===== src/rtl/stk_pkg.sv =====
package stk_pkg;
  typedef enum logic [2:0] {
    OP_PUSH    = 3'd0,
    OP_PUSHLIT = 3'd1,
    OP_POP     = 3'd2,
    OP_ADD     = 3'd3,
    OP_MUL     = 3'd4
  } op_e;

  typedef enum logic [2:0] {
    S_IDLE, S_DISP, S_SPILL, S_LOAD, S_LOADW, S_FILL, S_FILLW
  } st_e;

  typedef enum logic [1:0] {
    CC_HOLD, CC_SHDN, CC_SHUP, CC_WR
  } ccmd_e;
endpackage


===== src/rtl/stk_cache.sv =====
module stk_cache
  import stk_pkg::*;
#(
  parameter int W  = 16,
  parameter int N  = 4,
  parameter int IW = $clog2(N)
) (
  input  logic                clk,
  input  ccmd_e               cmd,
  input  logic [IW-1:0]       idx,
  input  logic [W-1:0]        din,
  output logic [N-1:0][W-1:0] ent
);
  logic [N-1:0][W-1:0] ent_d;
  logic                ent_en;

  always_comb begin
    ent_d  = ent;
    ent_en = (cmd != CC_HOLD);
    case (cmd)
      CC_SHDN: for (int i = 0; i < N - 1; i++) ent_d[i] = ent[i+1];
      CC_SHUP: begin
        for (int i = N - 1; i > 0; i--) ent_d[i] = ent[i-1];
        ent_d[0] = din;
      end
      CC_WR:   ent_d[idx] = din;
      default: ;
    endcase
  end

  always_ff @(posedge clk) begin
    if (ent_en) ent <= ent_d;
  end
endmodule


===== src/rtl/stk_alu.sv =====
module stk_alu #(
  parameter int W = 16
) (
  input  logic         is_mul,
  input  logic [W-1:0] a,
  input  logic [W-1:0] b,
  output logic [W-1:0] y
);
  logic [W-1:0] sum, prod;
  assign sum  = a + b;
  assign prod = a * b;
  assign y    = is_mul ? prod : sum;
endmodule


===== src/rtl/stk_engine.sv =====
module stk_engine
  import stk_pkg::*;
#(
  parameter int             W          = 16,
  parameter int             N          = 4,
  parameter int             AW         = 8,
  parameter logic [AW-1:0]  SPILL_BASE = AW'(128)
) (
  input  logic          clk,
  input  logic          rst_n,
  input  logic          in_valid,
  output logic          in_ready,
  input  logic [2:0]    in_op,
  input  logic [W-1:0]  in_arg,
  output logic          mem_req,
  output logic          mem_we,
  output logic [AW-1:0] mem_addr,
  output logic [W-1:0]  mem_wdata,
  input  logic [W-1:0]  mem_rdata,
  output logic          done,
  output logic          err_underflow
);
  localparam int CW = $clog2(N + 1);
  localparam int IW = $clog2(N);

  // reset: asynchronous assertion, synchronous release
  logic [1:0] rs_q;
  logic       rst_i;
  always_ff @(posedge clk or negedge rst_n) begin
    if (!rst_n) rs_q <= 2'b00;
    else        rs_q <= {rs_q[0], 1'b1};
  end
  assign rst_i = rs_q[1];

  st_e           st_q, st_d;
  op_e           op_q;
  logic [W-1:0]  arg_q;
  logic          lat;
  logic [CW-1:0] cnt_q, cnt_d;
  logic [AW-1:0] sp_q, sp_d;
  logic          err_q, err_d, done_q, done_d;
  logic [AW:0]   dep;
  logic [IW-1:0] top_idx, sec_idx, cidx;
  ccmd_e         cmd;
  logic [W-1:0]  cdin, alu_y;
  logic [N-1:0][W-1:0] ent;

  assign dep     = (AW+1)'(cnt_q) + (AW+1)'(sp_q);
  assign top_idx = IW'(cnt_q - CW'(1));
  assign sec_idx = IW'(cnt_q - CW'(2));

  stk_cache #(.W(W), .N(N), .IW(IW)) u_cache (
    .clk(clk), .cmd(cmd), .idx(cidx), .din(cdin), .ent(ent)
  );

  stk_alu #(.W(W)) u_alu (
    .is_mul(op_q == OP_MUL), .a(ent[sec_idx]), .b(ent[top_idx]), .y(alu_y)
  );

  always_comb begin
    st_d      = st_q;
    cnt_d     = cnt_q;
    sp_d      = sp_q;
    err_d     = err_q;
    done_d    = 1'b0;
    lat       = 1'b0;
    cmd       = CC_HOLD;
    cidx      = top_idx;
    cdin      = arg_q;
    mem_req   = 1'b0;
    mem_we    = 1'b0;
    mem_addr  = arg_q[AW-1:0];
    mem_wdata = ent[top_idx];
    case (st_q)
      S_IDLE: if (in_valid) begin
        lat  = 1'b1;
        st_d = S_DISP;
      end
      S_DISP: begin
        case (op_q)
          OP_PUSH, OP_PUSHLIT: begin
            if (cnt_q == CW'(N)) st_d = S_SPILL;
            else if (op_q == OP_PUSH) st_d = S_LOAD;
            else begin
              cmd    = CC_WR;
              cidx   = IW'(cnt_q);
              cnt_d  = cnt_q + CW'(1);
              done_d = 1'b1;
              st_d   = S_IDLE;
            end
          end
          OP_POP: begin
            if (dep == '0) begin
              err_d  = 1'b1;
              done_d = 1'b1;
              st_d   = S_IDLE;
            end else if (cnt_q == '0) st_d = S_FILL;
            else begin
              mem_req = 1'b1;
              mem_we  = 1'b1;
              cnt_d   = cnt_q - CW'(1);
              done_d  = 1'b1;
              st_d    = S_IDLE;
            end
          end
          OP_ADD, OP_MUL: begin
            if (dep < (AW+1)'(2)) begin
              err_d  = 1'b1;
              done_d = 1'b1;
              st_d   = S_IDLE;
            end else if (cnt_q < CW'(2)) st_d = S_FILL;
            else begin
              cmd    = CC_WR;
              cidx   = sec_idx;
              cdin   = alu_y;
              cnt_d  = cnt_q - CW'(1);
              done_d = 1'b1;
              st_d   = S_IDLE;
            end
          end
          default: begin
            done_d = 1'b1;
            st_d   = S_IDLE;
          end
        endcase
      end
      S_SPILL: begin
        mem_req   = 1'b1;
        mem_we    = 1'b1;
        mem_addr  = SPILL_BASE + sp_q;
        mem_wdata = ent[0];
        cmd       = CC_SHDN;
        cnt_d     = cnt_q - CW'(1);
        sp_d      = sp_q + AW'(1);
        st_d      = S_DISP;
      end
      S_LOAD: begin
        mem_req = 1'b1;
        st_d    = S_LOADW;
      end
      S_LOADW: begin
        cmd    = CC_WR;
        cidx   = IW'(cnt_q);
        cdin   = mem_rdata;
        cnt_d  = cnt_q + CW'(1);
        done_d = 1'b1;
        st_d   = S_IDLE;
      end
      S_FILL: begin
        mem_req  = 1'b1;
        mem_addr = SPILL_BASE + sp_q - AW'(1);
        st_d     = S_FILLW;
      end
      S_FILLW: begin
        cmd   = CC_SHUP;
        cdin  = mem_rdata;
        cnt_d = cnt_q + CW'(1);
        sp_d  = sp_q - AW'(1);
        st_d  = S_DISP;
      end
      default: st_d = S_IDLE;
    endcase
  end

  always_ff @(posedge clk or negedge rst_i) begin
    if (!rst_i) begin
      st_q   <= S_IDLE;
      cnt_q  <= '0;
      sp_q   <= '0;
      err_q  <= 1'b0;
      done_q <= 1'b0;
    end else begin
      st_q   <= st_d;
      cnt_q  <= cnt_d;
      sp_q   <= sp_d;
      err_q  <= err_d;
      done_q <= done_d;
    end
  end

  always_ff @(posedge clk) begin
    if (lat) begin
      op_q  <= op_e'(in_op);
      arg_q <= in_arg;
    end
  end

  assign in_ready      = (st_q == S_IDLE);
  assign done          = done_q;
  assign err_underflow = err_q;
endmodule



===== config.mk =====
export PLATFORM = sky130hd
export DESIGN_NAME = stk_engine
export DESIGN_NICKNAME = d
export VERILOG_FILES = /design/src/rtl/stk_pkg.sv /design/src/rtl/stk_cache.sv /design/src/rtl/stk_alu.sv /design/src/rtl/stk_engine.sv
export SDC_FILE = /design/constraint.sdc
export NUM_CORES = 1
export LEC_CHECK = 0
export BUFFER_PORTS_ARGS = -buffer_cell sky130_fd_sc_hd__buf_2
export CAP_MARGIN = 20
export CORE_MARGIN = 2
export CORE_UTILIZATION = 35
export CTS_BUF_LIST = sky130_fd_sc_hd__clkbuf_8 sky130_fd_sc_hd__clkbuf_16
export CTS_CLUSTER_SIZE = 28
export DETAILED_ROUTE_END_ITERATION = 10
export HOLD_SLACK_MARGIN = 0.03
export PLACE_DENSITY_LB_ADDON = 0.05
export SYNTH_ARGS = -nofsm -noshare
export SYNTH_HDL_FRONTEND = slang
export SYNTH_SLANG_ARGS = --single-unit
export TNS_END_PERCENT = 50

===== constraint.sdc =====
create_clock -name clk -period 4.3 [get_ports clk]
set_input_delay 0.86 -clock clk [delete_from_list [all_inputs] [get_ports clk]]
set_output_delay 0.86 -clock clk [all_outputs]
set_load 0.02 [all_outputs]

* Yosys cells after proc, flatten, opt, wreduce, memory -nomap -nowiden
Cells that the tools add are included.
Cells by class: add/subtract/negate cells 9, $mul 1, $lt $le $gt $ge 6, eq/ne operators 24, mux-type cells 63, reductions and logical operators 20
Operators with widths (count):
- 48-bit case mux with 3 select lines | 1
- 16-bit two-way mux | 8
- 16-bit binary-select mux with 2-bit select | 2
- 64-bit bitwise mux | 1
- 16-bit case mux with 2 select lines | 2
- 3-bit two-way mux | 11
- 16-bit demux with 2-bit select | 1
- 8-bit case mux with 2 select lines | 2
- 3-bit case mux with 3 select lines | 3
- 2-bit two-way mux | 10
- 3-bit != test (second input constant) | 6
- 16-bit adder | 1
- 16-bit by 16-bit multiplier with 16-bit output | 1
- 8-bit by 1-bit subtractor with 8-bit output (second input constant) | 2
- 3-bit == test (second input constant) | 5
- 3-bit case mux with 5 select lines | 1
- 3-bit by 2-bit == test with 1-bit output (second input constant) | 4
- 1-bit two-way mux | 12
- 2-bit case mux with 2 select lines | 3
- 3-bit by 8-bit adder with 9-bit output | 1
- 3-bit zero test | 3
- 9-bit zero test | 1
- 2-bit by 3-bit less-than comparator with 1-bit output (second input constant) | 3
- 9-bit by 2-bit less-than comparator with 1-bit output (second input constant) | 1
- other kinds (23) | 38
Storage, ports and cells: register bits after elaboration 101, bits of input ports 38, output and inout port bits 29, word-level logic and storage cells 135

* Longest topological paths before layout
depth after elaboration 11, mapped depth 31, depth with buffers taken out 26

* Hierarchy
A second synthesis with hierarchy kept.
Second synthesis, totals: cells, all modules 1243, area, all modules 11979.0 µm²
By module, submodules not included:
- stk_alu | times used 1, cells an instance 575, area an instance 4778.3 µm²
- stk_engine | times used 1, cells an instance 394, area an instance 3761.1 µm²
- stk_cache | times used 1, cells an instance 274, area an instance 3439.5 µm²

* Worst setup path after synthesis
Ideal clock, no wire load.
path type reg-to-reg, from reg cnt_q[0], to reg u_cache.ent[47] (netlist bit) (data pin), library setup time 268 ps, arrival 7046 ps, data required time 4032 ps, setup slack -3014 ps, cell stages (with the launch flop) 28, path through dfrtp_1 > buf_6 > buf_6 > buf_6 > inv_1 > ha_1 > buf_2 > mux4_2 > clkbuf_1 > ha_1 > fa_1 > inv_1 > fa_1 > inv_1 > fa_1 > fa_1 > fa_1 > inv_1 > fa_1 > inv_1 > ha_1 > a21oi_1 > a21oi_1 > a211oi_1 > xnor2_1 > a211oi_2 > mux2i_1 > o211ai_2
RTL lines:
- from (decl) | RTL line stk_engine.sv:39 | logic [CW-1:0] cnt_q, cnt_d;
- from (signal assigned) | RTL line stk_engine.sv:174 | cnt_q <= cnt_d;
- to (signal assigned) | RTL line stk_cache.sv:32 | if (ent_en) ent <= ent_d;
- to (decl) | RTL line stk_cache.sv:12 | output logic [N-1:0][W-1:0] ent

==> results.yml <==
placement:
  dpl.hpwl_microns: 32800
  pre_cts_slack_ns: -2.476
  numPortBuffers: 66
  placed_cells: 1906
  gp_congestion: 0.8665
cts:
  clk_latency_ns: 0.36
  cts-root-buf: "clkbuf_16"
  clockBufferDepth: 2
  cts-htree-levels: 3
  cts_tree: "done"
  cts_hold_buf: 0
  cts_sinks: 101
  clkTransAtPathRegs_ns: 0.07
  cts_buffers: 9
timing:
  max_freq_mhz: 151.6
  skew_ns: 0.01080
  rsz0062_at_grt: "true"
  setup_ws_ns: -2.296
  min_period_ns: 6.596
  finalHoldViolations: 0
  setup_viol: 52
  tightestPinTransition_ns: 0.9474
  min_period_over_period_pct: 153.4
  slew_viol_final: 0
  max-slew-margin-rel_pct: 36.84
layout:
  syn_to_final_growth_pct: 30.44
  num-fill-cells: 3196
  fin_nets: 1694
  stdcell_count: 1942
  most-common-layout-cells: "buf_4 (211), nand2_1 (185), inv_1 (119)"
  drive_gt1_share_pct: 30.93
  final_common_cell: "buf_4"
  num_antenna_cells: 0
  utilization_pct: 46.44
critical_path:
  cp-start-kind: "flip-flop"
  cp-endpoint: "u_cache.ent[47]$_DFFE_PP_"
  arrival_ns: 6.69
  criticalPathCategory: "flip-flop to flip-flop"
  reg2regPathDepth: 25
  startpoint: "cnt_q[0]$_DFFE_PN0P_"
  critical_path_required_ns: 4.39
  critPathCaptureType: "flip-flop"
  ff2ff_setup_slack_ns: -2.30
  r2r-end: "u_cache.ent[47]$_DFFE_PP_"
  reg2reg_from: "cnt_q[0]$_DFFE_PN0P_"
  cp_max_fo: 6
global_routing:
  antenna_found_initial: 0
  grt_use_total_pct: 24.99
  grt_pass1_vias: 10590
  gr-total-overflow: 0
  grt_max_degree: 34
  grt_pass1_wl_microns: 63710
synthesis:
  synth_cells: 1235
  dominantRegCellSynth: "edfxtp_1"
  async_reset_ff_share_pct: 17.82
  synth_cell_types: 77
  ys_seq_elements: 101
  ys_warn_count: 0
  syn_area_sq_um: 11580
  postSynthAreaPerCell_sq_um: 9.378
  yosysSeqAreaShare_pct: 25.41
  synth_edf_count: 83
  syn_nets: 1434
floorplanning:
  die_y_microns: 185.9
  fp-row-count: 66
  die_w_microns: 185.9
  die_area_sq_um: 34560
  core_sq_um: 32540
  start_util_pct: 35.60
  ios: 67
status:
  outcome: "finished, violations left"
  violations: "setup timing"
run:
  cap_violations: 0
routing:
  ant_nets: 0
  vias: 10390
  drt_wl_total_microns: 41960
  via_per_inst: 5.350
  firstDrtPassIters: 5
  routedWlPerCell_microns: 21.61
  drt_iter0_drc: 749
  drc: 0
worst_hold_path:
  hp-class: "input pin to async pin"
## metal layers
layer,share of wire [%],GRT usage (%)
met1,45,34.39
met2,47,41.65
met3,5.2,2.857
met4,2.3,6.803
met5,0,0
## state kept, by name, summed over array words and instances (netlist names)
signal,flops
arg_q,16
cnt_q,3
done,1
err_underflow,1
op_q,3
rs_q,2
sp_q,8
st_q,3
u_cache.ent,64
## synth_stat cells, types with 9 or more instances
master / number / area, sq um
a211oi_1: 11 / 82.58
a21o_1: 11 / 82.58
a21oi_1: 55 / 275.3
a221o_1: 25 / 250.2
a22o_1: 12 / 105.1
a22oi_1: 9 / 67.56
and2_1: 69 / 431.7
buf_2: 9 / 45.04
clkbuf_1: 40 / 150.1
dfrtp_1: 18 / 450.4
edfxtp_1: 83 / 2492
fa_1: 82 / 1642
ha_1: 79 / 988.5
inv_1: 128 / 480.5
mux2i_1: 29 / 290.3
mux4_2: 32 / 720.7
nand2_1: 188 / 705.7
nand2b_1: 9 / 56.30
nor2_1: 88 / 330.3
nor2b_1: 10 / 62.56
nor3_1: 11 / 55.05
o21ai_0: 49 / 245.2
xnor2_1: 43 / 376.6
xor2_1: 18 / 157.7
## stage by stage
| step | area (sq um) | hold WS, ns | TNS [ns] |
|---|---|---|---|
| floorplan | 11830 | 0.1998 | -87.24 |
| global placement | 14200 | 0.3314 | -95.60 |
| detailed placement | 14200 | 0.3279 | -96.73 |
| CTS | 14880 | 0.2601 | -92.47 |
| global route | 15110 | 0.2666 | -102.05 |
| finish | 15110 | 0.2711 | -89.70 |
## worst max-delay path, cell delays in order, from the launching register on
cell	delay, ns
dfrtp_2	0.41
inv_4	0.05
ha_4	0.32
buf_6	0.12
mux4_2	0.38
buf_6	0.17
and2_4	0.15
fa_1	0.49
inv_1	0.05
fa_1	0.50
fa_2	0.44
fa_1	0.50
inv_2	0.04
fa_1	0.54
inv_2	0.05
fa_1	0.54
inv_2	0.05
ha_4	0.31
o2111ai_2	0.18
a21oi_2	0.16
a211oi_1	0.06
buf_4	0.16
xnor2_4	0.24
a211oi_2	0.13
mux2i_1	0.19
o211ai_2	0.09
## worst min path at each step
stage / start / end / slack [ns] / cells after the start
6_report: rst_n / rs_q[1]$_DFF_PN0_ / 0.27 / 1
3_3_place_gp: rs_q[1]$_DFF_PN0_ / sp_q[5]$_DFFE_PN0P_ / 0.33 / 0
2_1_floorplan: rs_q[1]$_DFF_PN0_ / cnt_q[0]$_DFFE_PN0P_ / 0.20 / 0
3_5_place_dp: rs_q[1]$_DFF_PN0_ / sp_q[5]$_DFFE_PN0P_ / 0.33 / 0
4_1_cts: rst_n / rs_q[0]$_DFF_PN0_ / 0.26 / 1
5_1_grt: rst_n / rs_q[1]$_DFF_PN0_ / 0.27 / 1
## cell type report
type	instances	area, sq um	share of cell area (%)
Tap cell	442	553.0	3.660
Timing Repair Buffer	308	2385	15.78
Clock buffer	9	225.2	1.491
Sequential cell	101	2944	19.49
Multi-Input combinational cell	946	8473	56.08
Inverter	129	486.7	3.222
Clock inverter	7	41.29	0.2733
## cell families after synthesis
group / count (synthesis) / synth area share, %
AND/OR/NAND/NOR: 404 / 16.03
AO/OA/AOI/OAI: 252 / 15.12
buffers and inverters: 190 / 6.784
adder cells (fa/ha/maj): 161 / 22.71
flip-flops: 101 / 25.41
XOR/XNOR: 64 / 5.088
multiplexers: 62 / 8.826
other: 1 / 0.03238
## timing repair
| action | in CTS | in global routing |
|---|---|---|
| gates cloned | 3 | 0 |
| endpoints found under the setup margin | 54 | 57 |
| gates resized for setup | 54 | 46 |
| pin swaps | 27 | 20 |
| buffers inserted | 13 | 4 |
| endpoints found under the hold margin | 0 | 0 |
Power is not shown: default switching activity piles up to over one toggle a cycle in this logic, so the estimate is an artifact.
